--- src/rtl/cbs_pkg.sv ---
package cbs_pkg;

    typedef enum logic [1:0] {
        WD_IDLE,
        WD_COUNT,
        WD_FAULT
    } wd_state_t;

    typedef enum logic [1:0] {
        RG_HOLD,
        RG_STRETCH,
        RG_RUN
    } rg_state_t;

    localparam logic [2:0] FC_IACK = 3'b111;

endpackage

--- src/rtl/cbs_bus_watchdog.sv ---
module cbs_bus_watchdog
    import cbs_pkg::*;
#(
    parameter int LIMIT = 192
) (
    input  logic clk,
    input  logic rst_n,
    input  logic as_n,
    output logic berr_n
);
    localparam int CW = $clog2(LIMIT + 1);

    wd_state_t     st_q, st_d;
    logic [CW-1:0] cnt_q, cnt_d;

    // state register
    always_ff @(posedge clk or negedge rst_n) begin
        if (!rst_n) begin
            st_q  <= WD_IDLE;
            cnt_q <= '0;
        end else begin
            st_q  <= st_d;
            cnt_q <= cnt_d;
        end
    end

    // transitions
    always_comb begin
        st_d  = st_q;
        cnt_d = cnt_q;
        unique case (st_q)
            WD_IDLE: begin
                if (!as_n) begin
                    st_d  = WD_COUNT;
                    cnt_d = CW'(1);
                end
            end
            WD_COUNT: begin
                if (as_n) begin
                    st_d  = WD_IDLE;
                    cnt_d = '0;
                end else if (cnt_q == CW'(LIMIT)) begin
                    st_d  = WD_FAULT;
                    cnt_d = '0;
                end else begin
                    cnt_d = cnt_q + CW'(1);
                end
            end
            WD_FAULT: begin
                if (as_n) st_d = WD_IDLE;
            end
            default: st_d = WD_IDLE;
        endcase
    end

    // outputs
    always_comb begin
        berr_n = (st_q != WD_FAULT);
    end

endmodule

--- src/rtl/cbs_irq_encoder.sv ---
module cbs_irq_encoder #(
    parameter int LEVELS = 7,
    parameter int IPL_W  = $clog2(LEVELS + 1)
) (
    input  logic              clk,
    input  logic              rst_n,
    input  logic [LEVELS-1:0] irq_n,
    output logic [IPL_W-1:0]  ipl_n
);
    logic [LEVELS-1:0] req_n_sync;

    for (genvar g = 0; g < LEVELS; g++) begin : g_sync
        logic meta_q, stab_q;
        always_ff @(posedge clk or negedge rst_n) begin
            if (!rst_n) begin
                meta_q <= 1'b1;
                stab_q <= 1'b1;
            end else begin
                meta_q <= irq_n[g];
                stab_q <= meta_q;
            end
        end
        assign req_n_sync[g] = stab_q;
    end

    logic [IPL_W-1:0] level;

    always_comb begin
        level = '0;
        for (int i = 0; i < LEVELS; i++) begin
            if (!req_n_sync[i]) level = IPL_W'(i + 1);
        end
        ipl_n = ~level;
    end

endmodule

--- src/rtl/cbs_reset_gate.sv ---
module cbs_reset_gate
    import cbs_pkg::*;
#(
    parameter int STRETCH = 10
) (
    input  logic clk,
    input  logic mst_rst_n,
    output logic cpu_rst_n,
    output logic cpu_halt_n
);
    localparam int CW = $clog2(STRETCH + 1);

    rg_state_t     st_q, st_d;
    logic [CW-1:0] cnt_q, cnt_d;

    always_ff @(posedge clk or negedge mst_rst_n) begin
        if (!mst_rst_n) begin
            st_q  <= RG_HOLD;
            cnt_q <= '0;
        end else begin
            st_q  <= st_d;
            cnt_q <= cnt_d;
        end
    end

    always_comb begin
        st_d  = st_q;
        cnt_d = cnt_q;
        unique case (st_q)
            RG_HOLD: begin
                st_d  = RG_STRETCH;
                cnt_d = '0;
            end
            RG_STRETCH: begin
                if (cnt_q == CW'(STRETCH - 1)) st_d = RG_RUN;
                else                           cnt_d = cnt_q + CW'(1);
            end
            RG_RUN:  st_d = RG_RUN;
            default: st_d = RG_HOLD;
        endcase
    end

    // both lines released together, forced low at once by master reset
    always_comb begin
        cpu_rst_n  = (st_q == RG_RUN) && mst_rst_n;
        cpu_halt_n = (st_q == RG_RUN) && mst_rst_n;
    end

endmodule

--- src/rtl/cpu_bus_supervisor.sv ---
module cpu_bus_supervisor
    import cbs_pkg::*;
#(
    parameter int         WD_LIMIT    = 192,
    parameter int         RST_STRETCH = 10,
    parameter int         IRQ_LEVELS  = 7,
    parameter int         TAG_W       = 8,
    parameter logic [7:0] RAM_TAG     = 8'h01
) (
    input  logic                                clk,
    input  logic                                mst_rst_n,
    input  logic                                as_n,
    input  logic                                uds_n,
    input  logic                                lds_n,
    input  logic [2:0]                          fc,
    input  logic [TAG_W-1:0]                    adr_hi,
    input  logic [IRQ_LEVELS-1:0]               irq_n,
    output logic                                berr_n,
    output logic                                vpa_n,
    output logic [$clog2(IRQ_LEVELS+1)-1:0]     ipl_n,
    output logic                                cpu_rst_n,
    output logic                                cpu_halt_n,
    output logic                                nvram_sel_n
);
    localparam int IPL_W = $clog2(IRQ_LEVELS + 1);

    cbs_bus_watchdog #(.LIMIT(WD_LIMIT)) u_wd (
        .clk    (clk),
        .rst_n  (mst_rst_n),
        .as_n   (as_n),
        .berr_n (berr_n)
    );

    cbs_irq_encoder #(.LEVELS(IRQ_LEVELS), .IPL_W(IPL_W)) u_irq (
        .clk   (clk),
        .rst_n (mst_rst_n),
        .irq_n (irq_n),
        .ipl_n (ipl_n)
    );

    cbs_reset_gate #(.STRETCH(RST_STRETCH)) u_rg (
        .clk        (clk),
        .mst_rst_n  (mst_rst_n),
        .cpu_rst_n  (cpu_rst_n),
        .cpu_halt_n (cpu_halt_n)
    );

    logic iack, ram_hit, strobe;

    always_comb begin
        iack        = !as_n && (fc == FC_IACK);
        strobe      = !uds_n || !lds_n;
        ram_hit     = (adr_hi == RAM_TAG[TAG_W-1:0]);
        vpa_n       = !iack;
        nvram_sel_n = !(mst_rst_n && !as_n && strobe && !iack && ram_hit);
    end

endmodule

--- config.mk ---
export PLATFORM = sky130hd
export DESIGN_NAME = cpu_bus_supervisor
export DESIGN_NICKNAME = d
export VERILOG_FILES = /design/src/rtl/cbs_pkg.sv /design/src/rtl/cbs_bus_watchdog.sv /design/src/rtl/cbs_irq_encoder.sv /design/src/rtl/cbs_reset_gate.sv /design/src/rtl/cpu_bus_supervisor.sv
export SDC_FILE = /design/constraint.sdc
export NUM_CORES = 1
export LEC_CHECK = 0
export ABC_AREA = 1
export BUFFER_PORTS_ARGS = -buffer_cell sky130_fd_sc_hd__clkbuf_2
export CAP_MARGIN = 20
export CORE_ASPECT_RATIO = 1.1
export CORE_UTILIZATION = 53
export DETAILED_ROUTE_END_ITERATION = 8
export PLACE_DENSITY = 0.9
export SYNTH_ARGS = -nofsm -noshare
export SYNTH_HDL_FRONTEND = slang
export SYNTH_HIERARCHICAL = 1
export SYNTH_SLANG_ARGS = --single-unit
--- constraint.sdc ---
create_clock -name clk -period 1.5 [get_ports clk]
set_input_delay 0.3 -clock clk [delete_from_list [all_inputs] [get_ports clk]]
set_output_delay 0.3 -clock clk [all_outputs]
set_load 0.02 [all_outputs]
## After elaboration in Yosys (flattened, before gate mapping)

Index checks and enable logic that the tools add are counted.

- Bitwise operators: 1
- Add/sub/neg operators: 2
- Eq/ne operators: 14
- Reduce and logical (&&, ||, !) cells: 19
- Multiplexer cells: 20

Operator list:

| kind | count |
|---|---|
| $mux 8 | 3 |
| $mux 3 | 6 |
| $pmux 8 s2 | 1 |
| $pmux 2 s3 | 2 |
| $mux 2 | 5 |
| $add 8x1->8 const B | 1 |
| $eq 8x1->1 const B | 1 |
| $eq 8x8->1 const B | 1 |
| $ne 2x2->1 const B | 4 |
| $pmux 4 s2 | 1 |
| $logic_and 1x1->1 | 6 |
| $logic_not 1->1 | 5 |
| $add 4x1->4 const B | 1 |
| $eq 2x1->1 const B | 2 |
| $eq 2x2->1 const B | 2 |
| $eq 4x4->1 const B | 1 |
| $logic_not 2->1 | 2 |
| $mux 4 | 1 |
| $reduce_and 2->1 | 2 |
| $reduce_bool 2->1 | 2 |
| $eq 3x3->1 const B | 1 |
| $ne 3x2->1 const B | 1 |
| $not 3->3 | 1 |
| $reduce_and 3->1 | 1 |
| 3 further kinds | 3 |

- Register bits: 30
- Input port bits: 23
- Logic and storage cells: 74

## Depth between registers and ports, before layout

- Depth after elaboration: 8
- Gate-level depth with buffers: 7

## Modules after synthesis

Netlist, hierarchy kept.

Modules (own cells, without submodules):

| module | times used | area each (um^2) | sequential area each (um^2) | cells an instance |
|---|---|---|---|---|
| cbs_bus_watchdog | 1 | 631.9 | 250.2 | 80 |
| cbs_irq_encoder | 1 | 419.2 | 367.9 | 26 |
| cbs_reset_gate | 1 | 380.4 | 150.1 | 41 |
| cpu_bus_supervisor | 1 | 67.6 | 0.0 | 17 |

## Least setup slack after synthesis

No wires, ideal clock.

- Path kind: reg-to-reg
- Start point: reg u_wd.cnt_q[0]
- End point: reg u_wd.cnt_q[2]
- Library setup time: 121 ps
- Arrival time: 1168 ps
- Slack: 211 ps
- Cell stages (with the launch flop): 8
- Cells stage by stage: dfrtp_1 -> inv_1 -> ha_1 -> nand3_1 -> nor2_4 -> nor2_2 -> nor2_4 -> nor2_2

- Word-level cells in the longest chain between the ends: 4
- Elaborated cells between the ends (all ways): 5
- Those cells by class: add/sub (1); eq/ne (1); mux (3)

RTL lines:

| item | RTL line | text |
|---|---|---|
| from (decl) | cbs_bus_watchdog.sv:14 | `logic [CW-1:0] cnt_q, cnt_d;` |
| from (signal assigned) | cbs_bus_watchdog.sv:23 | `cnt_q <= cnt_d;` |
| $add 8x1->8 / $eq 8x8->1 (equally long branches) | cbs_bus_watchdog.sv:46, cbs_bus_watchdog.sv:42 |  |
| $mux 8 (*) | cbs_bus_watchdog.sv:42 | `end else if (cnt_q == CW'(LIMIT)) begin` |
| $mux 8 (*) | cbs_bus_watchdog.sv:39 | `if (as_n) begin` |
| $pmux 8 s2 (*) | cbs_bus_watchdog.sv:31 | `unique case (st_q)` |

Every way passes the cells marked *; elsewhere a longest branch is shown, timed or not.
A chain may end at the register's enable or synchronous reset.

## Worst setup path after layout

- Start point: reg u_irq.g_sync[0].stab_q
- End point: out ipl_n[0]

- Word-level cells in the longest chain between the ends: 8

RTL lines:

| item | RTL line | text |
|---|---|---|
| from (decl) | cbs_irq_encoder.sv:13 | `logic meta_q, stab_q;` |
| from (signal assigned) | cbs_irq_encoder.sv:20 | `stab_q <= meta_q;` |
| $mux 1 | cbs_irq_encoder.sv:31 | `if (!req_n_sync[i]) level = IPL_W'(i + 1);` |
| $mux 3 (6 in series) | cbs_irq_encoder.sv:31 |  |
| $not 3->3 | cbs_irq_encoder.sv:33 | `ipl_n = ~level;` |
| to (decl) | cpu_bus_supervisor.sv:20 | `output logic [$clog2(IRQ_LEVELS+1)-1:0] ipl_n,` |

No other way between the ends.

==> summary.txt <==
GRT
  • GRT Resource Usage Total: 23.1%
  • Initial antenna violation count: 0
  • GRT overflow: 0
  • Largest net degree at the start of global routing: 31
  • Number of global-route vias before repair: 1189
  • First-pass GRT wire length: 4820 um

Cells and area
  • ANT cells: 0
  • Post-layout instance area: 1820 um^2
  • Area growth, synth to finish: 21.3%
  • Number of nets in the layout: 232
  • Share of post-route cells with drive strength above 1: 44.3%

Route
  • Detailed-router iteration count before antenna repair: 5
  • Via count: 1213
  • Initial drt markers: 46
  • Final ANT Viol Nets: 0
  • Drt via density: 5.18
  • Routed Wire Length: 2930 um
  • Post-route DRC: 0
  • Routed WL per cell: 12.5 um

STA
  • Final Hold Fails: 1
  • Post-Route Skew: 0.0112 ns
  • Final setup fails: 2
  • Worst Hold Slack: -0.000199 ns
  • Final setup margin: -0.150 ns
  • Setup_tns: -0.189 ns
  • Worst-Margin Slew: 0.363 ns
  • Final period util: 110%
  • RSZ-0062 raised after global routing: yes
  • Final Max Slew Viols: 0
  • Fmax: 0.606 GHz
  • Worst relative slew slack: 75.8%
  • Period minus WS final: 1.65 ns

Synthesis
  • EDFF count, synth: 0
  • #FFs+latches synth: 30
  • Main synth FF type: dfrtp_1
  • Mean Syn Cell Area: 9.14 um^2
  • Syn Std Cell Area: 1500 um^2
  • Cells after synthesis: 164
  • Asr flop ratio synth: 100%
  • Seq/Total Area, Yosys: 51.3%
  • Syn nets: 194
  • Yosys Warn Count: 6
  • Count of cell types in the netlist: 26

Pwr
  • Leak: 0.896 nW
  • Design Power: 0.00160 W
  • Peak supply drop: 716 uV
  • P per Cell Area: 879 nW/um^2

Clocking
  • CTS buffer count: 5
  • Clock Sinks: 30
  • Worst-path clk slew: 0.10 ns
  • CTS tree: done
  • H-tree levels: 2
  • Max clock buf depth: 2
  • Worst-Skew Late Latency: 0.34 ns
  • Root buf cell: clkbuf_4

Worst setup path
  • Reg-to-reg endpoint: u_wd/cnt_q[4]
  • CP Launch Type: register
  • WS Path Type: register to output port
  • Worst Path Required: 1.20 ns
  • Crit end category: output port
  • WP data arrival: 1.35 ns
  • Worst R2R Start: u_wd/cnt_q[0]
  • CP Max Fanout: 1
  • Crit-path max cell delay: 0.53 ns
  • Cell mode on critical path: nand2_1
  • Worst path cell trace: inv_2 -> nand2_1 -> nand2_1 -> nand2_1 -> nand2_1 -> a21oi_2 -> clkbuf_8
  • Crit path buf inv count: 2
  • Reg2reg setup slack: 0.13 ns
  • Worst Setup SP: u_irq/g_sync[0].stab_q
  • Critical path's top delay family: flip-flops
  • Worst Reg-to-Reg Cells: 7
  • CP max-delay cell: dfstp_2

Floorplanning
  • Die area: 3050 um^2
  • I/O pins: 31
  • Site Rows: 19
  • Chip Width: 52.7 um
  • Initial Util: 57.8%
  • Die height: 57.8 um
  • Core area: 2590 um^2

Placement
  • GPL Wtd Cong: 0.808
  • Placed instance area: 1680 um^2
  • Detailed-placement wirelength estimate: 2160 um
  • Number of port buffers: 30
  • Post-place setup slack: 0.110 ns

Worst hold path
  • Tightest Hold Check Type: input pin to asynchronous set/reset pin

Run
  • Maxcap violations: 0

Status
  • Status: finished with violations
  • Failing checks: hold timing, setup timing
-- flip-flops by register name (all words and copies together) (netlist names) --
register and count:
u_irq/g_sync.meta_q 7, u_rg/st_q 2, u_wd/cnt_q 8, u_wd/st_q 2, u_irq/g_sync.stab_q 7, u_rg/cnt_q 4
-- cells in the final DEF (no fill, tap or decap), types with 2 or more instances in the layout --
master	n
dfrtp_1	16
o21ai_2	3
inv_1	17
nor2_4	4
nand2_1	33
o21ai_0	2
nand2_2	8
a21oi_1	3
nor2_1	12
clkbuf_4	5
inv_2	7
ha_1	6
clkbuf_2	25
clkinv_2	3
nand3_1	14
dfstp_2	14
o21ai_1	2
nor2_2	7
buf_4	5
xor2_1	2
nand4_1	4
buf_8	2
-- power breakdown --
| group | leakage [nW] | internal (W) | switching [W] |
|---|---|---|---|
| clock | 0.0431 | 0.000278 | 0.000293 |
| combinational | 0.504 | 0.0000657 | 0.0000905 |
| sequential | 0.349 | 0.000852 | 0.0000196 |
| total | 0.896 | 0.00120 | 0.000403 |
-- layout make-up --
cell class | instances | area (um^2)
Fill cell | 199 | 773
Sequential cell | 30 | 768
Multi-Input combinational cell | 107 | 637
Timing Repair Buffer | 33 | 206
Inverter | 25 | 95.1
Clock buffer | 6 | 62.6
Tap cell | 31 | 38.8
Clock inverter | 2 | 10.0
-- synth_stat cells (2+ instances only) --
library cell | n | area [um^2]
dfrtp_1 | 16 | 400
xor2_1 | 2 | 17.5
inv_2 | 3 | 11.3
nor2_2 | 7 | 43.8
nor2_1 | 12 | 45.0
nand4_1 | 4 | 25.0
dfstp_2 | 14 | 368
ha_1 | 7 | 87.6
nand2_2 | 5 | 31.3
nand2_1 | 36 | 135
inv_1 | 21 | 78.8
a21oi_1 | 3 | 15.0
o21ai_0 | 2 | 10.0
o21ai_2 | 3 | 26.3
nor2_4 | 4 | 45.0
o21ai_1 | 2 | 10.0
nand3_1 | 14 | 70.1
-- worst max path at each step --
stage	to	slack [ns]	cells past startpoint
2_1_floorplan	u_wd/cnt_q[2]	0.21	7
3_3_place_gp	u_wd/cnt_q[3]	0.16	7
3_5_place_dp	u_wd/cnt_q[7]	0.11	7
4_1_cts	ipl_n[0]	-0.17	7
5_1_grt	ipl_n[0]	-0.23	7
6_report	ipl_n[0]	-0.15	7
-- cells by family after synthesis --
family / count (synthesis) / synth area share, %
buffers and inverters: 27 / 7.60
and+or+nand+nor: 84 / 27.8
DFF: 30 / 51.3
AOI/OAI and AO/OA: 13 / 5.76
xor gates and xnor gates: 3 / 1.75
adders and majority gates: 7 / 5.84
-- routing by layer --
layer  routed length [um]  GRT usage [%]  share of wire, %  up-vias
met3                  154           7.87               5.3       10
met2                 1590           40.9                54       49
li1                     -              -                 -      584
met4                   93           13.2               3.2        0
met1                 1090           22.7                37      570
met5                    0              0                 0        -
-- stage by stage --
stage	hold WS, ns	cells	util, %
floorplan	0.00441	164	-
global placement	0.346	224	64.7
detailed placement	0.347	224	64.7
CTS	0.00942	233	69.8
global route	0.0106	234	70.2
finish	-0.000199	234	70.2
-- repair_timing --
action,4_1_cts,5_1_grt
buffers inserted,1,1
hold buffers,0,0
endpoints found under the setup margin,5,9
pin swaps,2,1
cloned,0,0
resized for setup,15,6
Power figures use the tool's default switching activity.
